`config.mk`:
```
export PLATFORM = sky130hd
export DESIGN_NAME = ide_pio_chan
export DESIGN_NICKNAME = d
export VERILOG_FILES = /design/src/rtl/ide_pio_pkg.sv /design/src/rtl/ide_pio_fifo.sv /design/src/rtl/ide_pio_strobe_seq.sv /design/src/rtl/ide_pio_chan.sv
export SDC_FILE = /design/constraint.sdc
export NUM_CORES = 1
export LEC_CHECK = 0
export CAP_MARGIN = 20
export CELL_PAD_IN_SITES_DETAIL_PLACEMENT = 0
export CELL_PAD_IN_SITES_GLOBAL_PLACEMENT = 1
export CORE_UTILIZATION = 46
export CTS_CLUSTER_SIZE = 8
export DETAILED_ROUTE_END_ITERATION = 12
export DONT_BUFFER_PORTS = 1
export GPL_TIMING_DRIVEN = 0
export PLACE_DENSITY_LB_ADDON = 0.1
export SYNTH_ARGS = -nofsm -noshare
export SYNTH_HDL_FRONTEND = slang
export SYNTH_SLANG_ARGS = --single-unit
export TNS_END_PERCENT = 30
```
`constraint.sdc`:
```
create_clock -name clk -period 6.39 [get_ports clk]
set_clock_uncertainty 0.1 [all_clocks]
set_input_delay 1.278 -clock clk [delete_from_list [all_inputs] [get_ports clk]]
set_output_delay 1.278 -clock clk [all_outputs]
set_load 0.005 [all_outputs]
```
`src/rtl/ide_pio_pkg.sv`:
```
package ide_pio_pkg;

  typedef enum logic [1:0] {
    SQ_IDLE = 2'd0,
    SQ_ACT  = 2'd1,
    SQ_REC  = 2'd2
  } seq_st_e;

  typedef enum logic [1:0] {
    OP_NONE  = 2'd0,
    OP_DRAIN = 2'd1,
    OP_FETCH = 2'd2,
    OP_CMD   = 2'd3
  } op_kind_e;

  typedef enum logic [1:0] {
    CP_IDLE = 2'd0,
    CP_BUSY = 2'd1,
    CP_DONE = 2'd2
  } cmd_ph_e;

endpackage

```
`src/rtl/ide_pio_fifo.sv`:
```
module ide_pio_fifo #(
  parameter int DW    = 32,
  parameter int DEPTH = 4
) (
  input  logic          clk,
  input  logic          rst_n,
  input  logic          push,
  input  logic [DW-1:0] push_data,
  input  logic          pop,
  input  logic          flush,
  output logic [DW-1:0] head,
  output logic          full,
  output logic          empty
);
  localparam int AW = (DEPTH > 1) ? $clog2(DEPTH) : 1;
  localparam int CW = AW + 1;
  localparam logic [AW-1:0] LAST = AW'(DEPTH - 1);

  logic [DW-1:0] mem [DEPTH];
  logic [AW-1:0] wr_ptr, wr_ptr_d;
  logic [AW-1:0] rd_ptr, rd_ptr_d;
  logic [CW-1:0] cnt, cnt_d;

  always_comb begin
    wr_ptr_d = wr_ptr;
    rd_ptr_d = rd_ptr;
    cnt_d    = cnt;
    if (flush) begin
      wr_ptr_d = '0;
      rd_ptr_d = '0;
      cnt_d    = '0;
    end else begin
      if (push) wr_ptr_d = (wr_ptr == LAST) ? '0 : wr_ptr + 1'b1;
      if (pop)  rd_ptr_d = (rd_ptr == LAST) ? '0 : rd_ptr + 1'b1;
      if (push && !pop)      cnt_d = cnt + 1'b1;
      else if (pop && !push) cnt_d = cnt - 1'b1;
    end
  end

  always_ff @(posedge clk or negedge rst_n) begin
    if (!rst_n) begin
      wr_ptr <= '0;
      rd_ptr <= '0;
      cnt    <= '0;
    end else begin
      wr_ptr <= wr_ptr_d;
      rd_ptr <= rd_ptr_d;
      cnt    <= cnt_d;
    end
  end

  for (genvar i = 0; i < DEPTH; i++) begin : g_entry
    logic load;
    assign load = push && !flush && (wr_ptr == AW'(i));
    always_ff @(posedge clk or negedge rst_n) begin
      if (!rst_n)    mem[i] <= '0;
      else if (load) mem[i] <= push_data;
    end
  end

  assign head  = mem[rd_ptr];
  assign full  = (cnt == CW'(DEPTH));
  assign empty = (cnt == '0);

endmodule

```
`src/rtl/ide_pio_strobe_seq.sv`:
```
module ide_pio_strobe_seq
  import ide_pio_pkg::*;
#(
  parameter int CNT_W  = 4,
  parameter int ADDR_W = 3,
  parameter int DW     = 16
) (
  input  logic              clk,
  input  logic              rst_n,
  input  logic              start,
  input  logic              op_wr,
  input  logic [ADDR_W-1:0] op_addr,
  input  logic [DW-1:0]     op_wdata,
  input  logic [CNT_W-1:0]  act_cnt,
  input  logic [CNT_W-1:0]  rec_cnt,
  output logic              busy,
  output logic              done,
  output logic [DW-1:0]     rdata,
  output logic [ADDR_W-1:0] ide_da,
  output logic              ide_cs_n,
  output logic              ide_rd_n,
  output logic              ide_wr_n,
  output logic [DW-1:0]     ide_dout,
  output logic              ide_doe,
  input  logic [DW-1:0]     ide_din
);
  seq_st_e           st, st_d;
  logic [CNT_W-1:0]  cnt, cnt_d;
  logic [CNT_W-1:0]  rec_q;
  logic              wr_q;
  logic [ADDR_W-1:0] addr_q;
  logic [DW-1:0]     wdata_q;
  logic [DW-1:0]     rdata_q;
  logic              load, capture;
  logic [CNT_W-1:0]  act_m1, rec_m1;

  // a programmed zero behaves as one clock
  assign act_m1 = (act_cnt == '0) ? '0 : act_cnt - 1'b1;
  assign rec_m1 = (rec_cnt == '0) ? '0 : rec_cnt - 1'b1;

  always_comb begin
    st_d    = st;
    cnt_d   = cnt;
    load    = 1'b0;
    capture = 1'b0;
    done    = 1'b0;
    unique case (st)
      SQ_IDLE: begin
        if (start) begin
          st_d  = SQ_ACT;
          cnt_d = act_m1;
          load  = 1'b1;
        end
      end
      SQ_ACT: begin
        if (cnt == '0) begin
          st_d    = SQ_REC;
          cnt_d   = rec_q;
          capture = !wr_q;
        end else begin
          cnt_d = cnt - 1'b1;
        end
      end
      SQ_REC: begin
        if (cnt == '0) begin
          st_d = SQ_IDLE;
          done = 1'b1;
        end else begin
          cnt_d = cnt - 1'b1;
        end
      end
      default: st_d = SQ_IDLE;
    endcase
  end

  always_ff @(posedge clk or negedge rst_n) begin
    if (!rst_n) begin
      st  <= SQ_IDLE;
      cnt <= '0;
    end else begin
      st  <= st_d;
      cnt <= cnt_d;
    end
  end

  always_ff @(posedge clk or negedge rst_n) begin
    if (!rst_n) begin
      rec_q   <= '0;
      wr_q    <= 1'b0;
      addr_q  <= '0;
      wdata_q <= '0;
    end else if (load) begin
      rec_q   <= rec_m1;
      wr_q    <= op_wr;
      addr_q  <= op_addr;
      wdata_q <= op_wdata;
    end
  end

  always_ff @(posedge clk or negedge rst_n) begin
    if (!rst_n)       rdata_q <= '0;
    else if (capture) rdata_q <= ide_din;
  end

  assign busy     = (st != SQ_IDLE);
  assign rdata    = rdata_q;
  assign ide_da   = addr_q;
  assign ide_dout = wdata_q;
  assign ide_cs_n = (st == SQ_IDLE);
  assign ide_doe  = (st != SQ_IDLE) && wr_q;
  assign ide_rd_n = !((st == SQ_ACT) && !wr_q);
  assign ide_wr_n = !((st == SQ_ACT) && wr_q);

endmodule

```
`src/rtl/ide_pio_chan.sv`:
```
module ide_pio_chan
  import ide_pio_pkg::*;
#(
  parameter int HDW       = 32,
  parameter int ADDR_W    = 3,
  parameter int TCNT_W    = 4,
  parameter int BUF_DEPTH = 4
) (
  input  logic              clk,
  input  logic              rst_n,
  input  logic              hst_req,
  input  logic              hst_wr,
  input  logic              hst_is_data,
  input  logic [ADDR_W-1:0] hst_addr,
  input  logic [HDW-1:0]    hst_wdata,
  output logic              hst_rdy,
  output logic [HDW-1:0]    hst_rdata,
  input  logic [TCNT_W-1:0] cfg_dat_act,
  input  logic [TCNT_W-1:0] cfg_dat_rec,
  input  logic [TCNT_W-1:0] cfg_cmd_act,
  input  logic [TCNT_W-1:0] cfg_cmd_rec,
  output logic [ADDR_W-1:0] ide_da,
  output logic              ide_cs_n,
  output logic              ide_rd_n,
  output logic              ide_wr_n,
  output logic [HDW/2-1:0]  ide_dout,
  output logic              ide_doe,
  input  logic [HDW/2-1:0]  ide_din
);
  localparam int IDW = HDW / 2;

  // reset: asserted at once, released on the clock
  logic [1:0] rst_pipe;
  logic       rst_n_int;
  always_ff @(posedge clk or negedge rst_n) begin
    if (!rst_n) rst_pipe <= 2'b00;
    else        rst_pipe <= {rst_pipe[0], 1'b1};
  end
  assign rst_n_int = rst_pipe[1];

  // buffer
  logic           buf_push, buf_pop, buf_flush;
  logic [HDW-1:0] buf_push_data, buf_head;
  logic           buf_full, buf_empty;

  ide_pio_fifo #(.DW(HDW), .DEPTH(BUF_DEPTH)) u_buf (
    .clk       (clk),
    .rst_n     (rst_n_int),
    .push      (buf_push),
    .push_data (buf_push_data),
    .pop       (buf_pop),
    .flush     (buf_flush),
    .head      (buf_head),
    .full      (buf_full),
    .empty     (buf_empty)
  );

  // sequencer
  logic              seq_start, seq_busy, seq_done, seq_op_wr;
  logic [ADDR_W-1:0] seq_addr;
  logic [IDW-1:0]    seq_wdata, seq_rdata;
  logic [TCNT_W-1:0] seq_act, seq_rec;

  ide_pio_strobe_seq #(.CNT_W(TCNT_W), .ADDR_W(ADDR_W), .DW(IDW)) u_seq (
    .clk      (clk),
    .rst_n    (rst_n_int),
    .start    (seq_start),
    .op_wr    (seq_op_wr),
    .op_addr  (seq_addr),
    .op_wdata (seq_wdata),
    .act_cnt  (seq_act),
    .rec_cnt  (seq_rec),
    .busy     (seq_busy),
    .done     (seq_done),
    .rdata    (seq_rdata),
    .ide_da   (ide_da),
    .ide_cs_n (ide_cs_n),
    .ide_rd_n (ide_rd_n),
    .ide_wr_n (ide_wr_n),
    .ide_dout (ide_dout),
    .ide_doe  (ide_doe),
    .ide_din  (ide_din)
  );

  // control state
  logic           rd_mode, rd_mode_d;
  logic           half, half_d;
  logic [IDW-1:0] lo_q, lo_d;
  op_kind_e       kind, kind_d;
  cmd_ph_e        cmd_ph, cmd_ph_d;
  logic [IDW-1:0] cmd_rd_q, cmd_rd_d;

  logic req_dwr, req_drd, req_cmd;
  logic go_cmd, go_drain, go_fetch;
  logic dwr_ok, drd_ok, cmd_ok;
  logic to_rd, to_wr;

  assign req_dwr = hst_req &&  hst_wr && hst_is_data;
  assign req_drd = hst_req && !hst_wr && hst_is_data;
  assign req_cmd = hst_req && !hst_is_data;

  // launch arbitration, only while the sequencer is idle
  assign go_cmd   = req_cmd && (cmd_ph == CP_IDLE) && !seq_busy && (rd_mode || buf_empty);
  assign go_drain = !rd_mode && !buf_empty && !seq_busy;
  assign go_fetch = rd_mode && !buf_full && !seq_busy && !req_cmd && !req_dwr;

  assign to_rd = req_drd && !rd_mode && buf_empty && !seq_busy;
  assign to_wr = req_dwr && rd_mode && !seq_busy;

  assign dwr_ok = req_dwr && !rd_mode && !buf_full;
  assign drd_ok = req_drd && rd_mode && !buf_empty;
  assign cmd_ok = req_cmd && (cmd_ph == CP_DONE);

  assign hst_rdy   = dwr_ok || drd_ok || cmd_ok;
  assign hst_rdata = drd_ok ? buf_head : {{(HDW-IDW){1'b0}}, cmd_rd_q};

  always_comb begin
    seq_start = go_cmd || go_drain || go_fetch;
    seq_op_wr = go_cmd ? hst_wr : go_drain;
    seq_addr  = go_cmd ? hst_addr : '0;
    if (go_cmd)    seq_wdata = hst_wdata[IDW-1:0];
    else if (half) seq_wdata = buf_head[HDW-1:IDW];
    else           seq_wdata = buf_head[IDW-1:0];
    seq_act = go_cmd ? cfg_cmd_act : cfg_dat_act;
    seq_rec = go_cmd ? cfg_cmd_rec : cfg_dat_rec;
  end

  always_comb begin
    rd_mode_d     = rd_mode;
    half_d        = half;
    lo_d          = lo_q;
    kind_d        = kind;
    cmd_ph_d      = cmd_ph;
    cmd_rd_d      = cmd_rd_q;
    buf_push      = dwr_ok;
    buf_push_data = hst_wdata;
    buf_pop       = drd_ok;
    buf_flush     = 1'b0;

    if (go_cmd)        kind_d = OP_CMD;
    else if (go_drain) kind_d = OP_DRAIN;
    else if (go_fetch) kind_d = OP_FETCH;

    if (seq_done) begin
      unique case (kind)
        OP_DRAIN: begin
          buf_pop = half;
          half_d  = !half;
        end
        OP_FETCH: begin
          if (half) begin
            buf_push      = 1'b1;
            buf_push_data = {seq_rdata, lo_q};
          end else begin
            lo_d = seq_rdata;
          end
          half_d = !half;
        end
        OP_CMD: begin
          cmd_rd_d = seq_rdata;
          cmd_ph_d = CP_DONE;
        end
        default: ;
      endcase
    end

    if (go_cmd) begin
      cmd_ph_d = CP_BUSY;
      if (hst_wr && rd_mode) begin
        buf_flush = 1'b1;
        rd_mode_d = 1'b0;
        half_d    = 1'b0;
      end
    end
    if (cmd_ok) cmd_ph_d = CP_IDLE;

    if (to_rd) begin
      rd_mode_d = 1'b1;
      half_d    = 1'b0;
    end
    if (to_wr) begin
      buf_flush = 1'b1;
      rd_mode_d = 1'b0;
      half_d    = 1'b0;
    end
  end

  always_ff @(posedge clk or negedge rst_n_int) begin
    if (!rst_n_int) begin
      rd_mode  <= 1'b0;
      half     <= 1'b0;
      lo_q     <= '0;
      kind     <= OP_NONE;
      cmd_ph   <= CP_IDLE;
      cmd_rd_q <= '0;
    end else begin
      rd_mode  <= rd_mode_d;
      half     <= half_d;
      lo_q     <= lo_d;
      kind     <= kind_d;
      cmd_ph   <= cmd_ph_d;
      cmd_rd_q <= cmd_rd_d;
    end
  end

endmodule

```
; After elaboration in Yosys (flattened, before gate mapping)
; Index checks and enable logic that the tools add are counted.
[classes]
n_addsub = 7
order_cmp = 1
eq_ne = 15
muxes = 63
bitwise_logic = 2
reduce_logical = 79
[ops]
columns = operator, n
row1 = 32-bit 2-to-1 mux, 6
row2 = 32-bit binary-select mux with 2-bit select, 1
row3 = 1-bit logical AND, 35
row4 = 16-bit 2-to-1 mux, 2
row5 = 2-bit 2-to-1 mux, 16
row6 = 4-bit 2-to-1 mux, 7
row7 = 1-bit 2-to-1 mux, 25
row8 = 3-bit nonzero test, 7
row9 = 1-bit logical NOT, 15
row10 = "2-bit == test, second input constant", 7
row11 = 4-bit logical NOT, 3
row12 = 3-bit 2-to-1 mux, 4
row13 = 4-bit one-hot mux with 3 select lines, 1
row14 = "4-bit by 1-bit subtractor with 4-bit output, second input constant", 3
row15 = 3-bit AND reduction, 3
row16 = "2-bit by 1-bit == test with 1-bit output, second input constant", 3
row17 = 2-bit logical NOT, 3
row18 = "2-bit by 1-bit inequality test with 1-bit output, second input constant", 3
row19 = 2-bit one-hot mux with 3 select lines, 1
row20 = 2-bit AND reduction, 3
row21 = 2-bit nonzero test, 3
row22 = 1-bit logical OR, 5
row23 = "2-bit by 1-bit adder with 2-bit output, second input constant", 2
row24 = "3-bit by 1-bit adder with 3-bit output, second input constant", 1
row25 = other kinds (8), 8
[word_totals]
ff_bits = 221
output_inout_bits = 56
elab_cells = 188

; Depth between registers and ports, before layout
[logic_depth]
depth_word = 12
mapped_depth = 11
depth_no_buf = 9

; By module
; A second synthesis with hierarchy kept.
[hier_totals]
cells_unflattened = 760
area_unflattened_um2 = 11116.9
[by_module_without_submodules]
columns = mod, instances, cells_each, area_each_um2, seq_area_each_um2
row1 = ide_pio_fifo, 1, 353, 5987.0, 3378.2
row2 = ide_pio_chan, 1, 241, 2964.1, 1001.0
row3 = ide_pio_strobe_seq, 1, 166, 2165.8, 1151.1

; Least setup slack after synthesis
; Ideal clock, no wire load.
[synth_path]
path_type = input to output
from = input hst_wr
to = output hst_rdata[10]
t_arrival_ps = 2513
t_required_ps = 5012
setup_slack_ps = 2499
path_stages = 4
n_path_buf = 1
path_cell_list = nand2b_1 -> nor3_1 -> buf_2 -> mux2_2
[synth_via]
elab_chain_cells = 6
[synth_rtl]
columns = item, line
row1 = start: declaration, ide_pio_chan.sv:12  ; input logic hst_wr,
row2 = 1-bit logical NOT, ide_pio_chan.sv:99  ; assign req_drd = hst_req && !hst_wr && hst_is_data;
row3 = 1-bit logical AND (2 in series), ide_pio_chan.sv:99
row4 = 1-bit logical AND (2 in series), ide_pio_chan.sv:111  ; assign drd_ok = req_drd && rd_mode && !buf_empty;
row5 = 32-bit 2-to-1 mux, ide_pio_chan.sv:115  ; assign hst_rdata = drd_ok ? buf_head : {{(HDW-IDW){1'b0}}, cmd_rd_q};
row6 = end: declaration, ide_pio_chan.sv:17  ; output logic [HDW-1:0] hst_rdata,
; Every way passes these cells.

; Final worst setup path
[layout_path]
from = input hst_wr
to = output hst_rdata[13]
; The elaborated chain is that of the path after synthesis.

==> metrics <==
full die area 0.0237 mm^2; 1st-pass router iterations 5; Root Driver clkbuf_16; switching pwr 0.00217 W; Netlist Area Pre-Place 0.0106 mm^2; setup TNS 0 ns; # diodes 0; Max Freq 0.210 GHz; area of the core 0.0226 mm^2; leakage power 5.21 nW; Tcrit/Tclk final 74.6%; CP required 5.01 ns; switching part of the total 36.3%; crit path kind in2out; Post-synth EDFFs 0; PD cells 505 mW/mm^2; cts hold-fix bufs 0; Initial Util 46.9%; fin. max-slew vios 0; final WL 30,900 um; Area Growth Syn to Fin 11.7%; cts repair resizes 0; main flop type after synthesis dfrtp_1; distinct cell type count after synthesis 61; final hold vios 0; total gr overflow 0; status completed; CP Max Fanout 10; Startpoint Class input port; Pint 0.00382 W; post-synthesis average cell area 10.9 um^2; Setup crit start hst_wr; Vias/cell 5.97; DR DRC count 0; min-delay src rst_pipe[0]; TritonCTS Buffers 31; Cell Chain, Critical Path nand2b_1 > nor3_1 > clkbuf_1 > mux2_2; htree depth 1; Seq/Total Area, Yosys 52.0%; HPWL Detailed 21,900 um; area occupied by multi-input gates 0.00470 mm^2; Worst path slowest cell nor3_1; headroom to the max-slew limit 28.3%; Slew @ Worst Pin 1.07 ns; synth warn 0; CTS tree done; Sink Count 221; slowest stage delay, CP 0.83 ns; Hold Crit Class reg2reg; I/O pin total 128; largest net degree at the start of global routing 68; Die Wd 154 um; WL/cell 23.9 um; clk_lat worst skew 0.55 ns; post-synthesis async set-or-reset flop share 100%; post-synthesis net count 1,057; clock network fraction of total power 23.7%; # rows 55; Setup Buffers After CTS 0; Final Total Pwr 0.00599 W; Mapped Cells 971; IO buf count 0; Reg clk slew, reported paths 0.05 ns; vias in the first global route 7,951; CTS Buffer Depth 3; Comb power frac 35.4%; nets@finish 1,093; register area 0.00553 mm^2; post-route minimum period 4.76 ns; initial antenna violation count 0; Seq pwr share 40.9%; RSZ-0062 raised after global routing no; Total GRT Usage 26.8%; layout cells sized above 1 18.4%; Worst R2R Start u_seq.cnt[0]; commonest non-fill, non-tap cell in the layout dfrtp_1; Placer Congestion 0.793; initial drt markers 467; Die Span Y 154 um; Crit. End Element output pin; fillers 2,093; commonest non-fill, non-tap cells in the layout 220 x dfrtp_1, 150 x nor2_1, 142 x a21oi_1; final setup fails 0; Max-Cap Viols 0; CP arrival 3.39 ns; Max IR drop VDD 0.240 mV; first-pass GRT wire length 47,700 um; vias post-DR 7,725; FF+latch count, synth 221; Post-DRT Antenna Nets 0
==> flip-flops by register name, indices dropped and copies added (netlist names), 3 cells and up <==
register and count:
u_buf.mem 128, u_seq.ide_dout 16, u_buf.cnt 3, u_seq.ide_da 3
lo_q 16, u_seq.cnt 4, u_seq.rdata 16, cmd_rd_q 16
u_seq.rec_q 4
==> cells in the mapped netlist (3+ instances only) <==
master      n  share of area (%)
dfrtp_1   221                 52
nor2_1    150                5.3
a21oi_1   142                6.7
mux2_2     62                6.6
nand2_1    51                1.8
mux2i_1    50                4.7
mux4_2     32                6.8
o21ai_0    32                1.5
buf_2      30                1.4
clkbuf_1   18               0.64
and2_1     17                1.0
inv_1      17               0.60
o21ai_1    17               0.80
nor3_1     14               0.66
ha_1       13                1.5
buf_4      12               0.85
nand3_1     9               0.42
nor3b_1     7               0.49
a211oi_1    5               0.35
o211ai_1    5               0.35
o311ai_0    4               0.33
o31ai_1     4               0.28
or3_1       4               0.24
a211o_1     3               0.25
a22o_1      3               0.25
and3_1      3               0.18
nand2b_1    3               0.18
nor2b_1     3               0.18
==> critical path, delay by kind of cell <==
family	cells	cell delay [ns]
simple gates	2	1.00
mux	1	0.46
buf+inv	1	0.64
==> power by group through the flow <==
stage / Combinational [W] / Sequential (W) / Clock (W)
2_1_floorplan: 0.00160 / 0.00231 / 0
3_3_place_gp: 0.00208 / 0.00247 / 0
3_5_place_dp: 0.00215 / 0.00246 / 0
4_1_cts: 0.00215 / 0.00245 / 0.00145
5_1_grt: 0.00237 / 0.00252 / 0.00150
6_report: 0.00212 / 0.00245 / 0.00142
==> path summary, 6_finish.rpt <==
check | cells after the start | slack [ns] | endpoint
setup / recovery | 4 | 1.63 | hst_rdata[13]
hold / removal | 0 | 0.25 | rst_pipe[1]
setup reg to reg | 10 | 3.14 | u_buf.cnt[2]
hold reg to reg | 0 | 0.25 | rst_pipe[1]
max in group asynchronous | 3 | 4.52 | u_buf.mem[83]
min in group asynchronous | 0 | 0.27 | u_buf.mem[103]
==> cell type report <==
| cell class | instances | area share (%) |
|---|---|---|
| inverter | 17 | 0.537 |
| tap | 285 | 3.00 |
| timing repair buffer | 3 | 0.695 |
| clock inverter | 1 | 0.0738 |
| buffer | 64 | 2.86 |
| multi-input combinational | 669 | 39.5 |
| clock buffer | 33 | 6.68 |
| sequential | 221 | 46.6 |
==> routing by layer <==
metal	wire, um	part of all wire (%)	global-route usage, %
met1	13300	43	34.6
met2	14800	48	45.0
met3	2070	6.7	6.17
met4	777	2.5	8.24
met5	0	0	0
==> per-stage QoR <==
step | instance area [um^2] | hold slack, ns | worst slack, ns | instances | util (%)
finish | 11900 | 0.247 | 1.63 | 1293 | 52.4
global route | 11900 | 0.253 | 1.53 | 1293 | 52.4
CTS | 11900 | 0.250 | 1.56 | 1293 | 52.4
detailed placement | 11100 | 0.239 | 1.63 | 1259 | 48.9
global placement | 11000 | 0.234 | 1.09 | 1256 | 48.5
floorplan | 10600 | 0.231 | 2.50 | 971 | -
==> kinds of logic (layout without fill, tap and decap cells) <==
group | after synthesis | count (layout) | synth area share [%]
and+or+nand+nor | 277 | 277 | 11.9
muxes | 146 | 146 | 18.3
other | 1 | 1 | 0.0353
adders and majority gates | 14 | 14 | 1.72
AOI/OAI and AO/OA | 230 | 230 | 12.2
DFF | 221 | 221 | 52.0
xor gates and xnor gates | 1 | 1 | 0.0824
buffers and inverters | 81 | 118 | 3.79
Power figures use the tool's default switching activity.
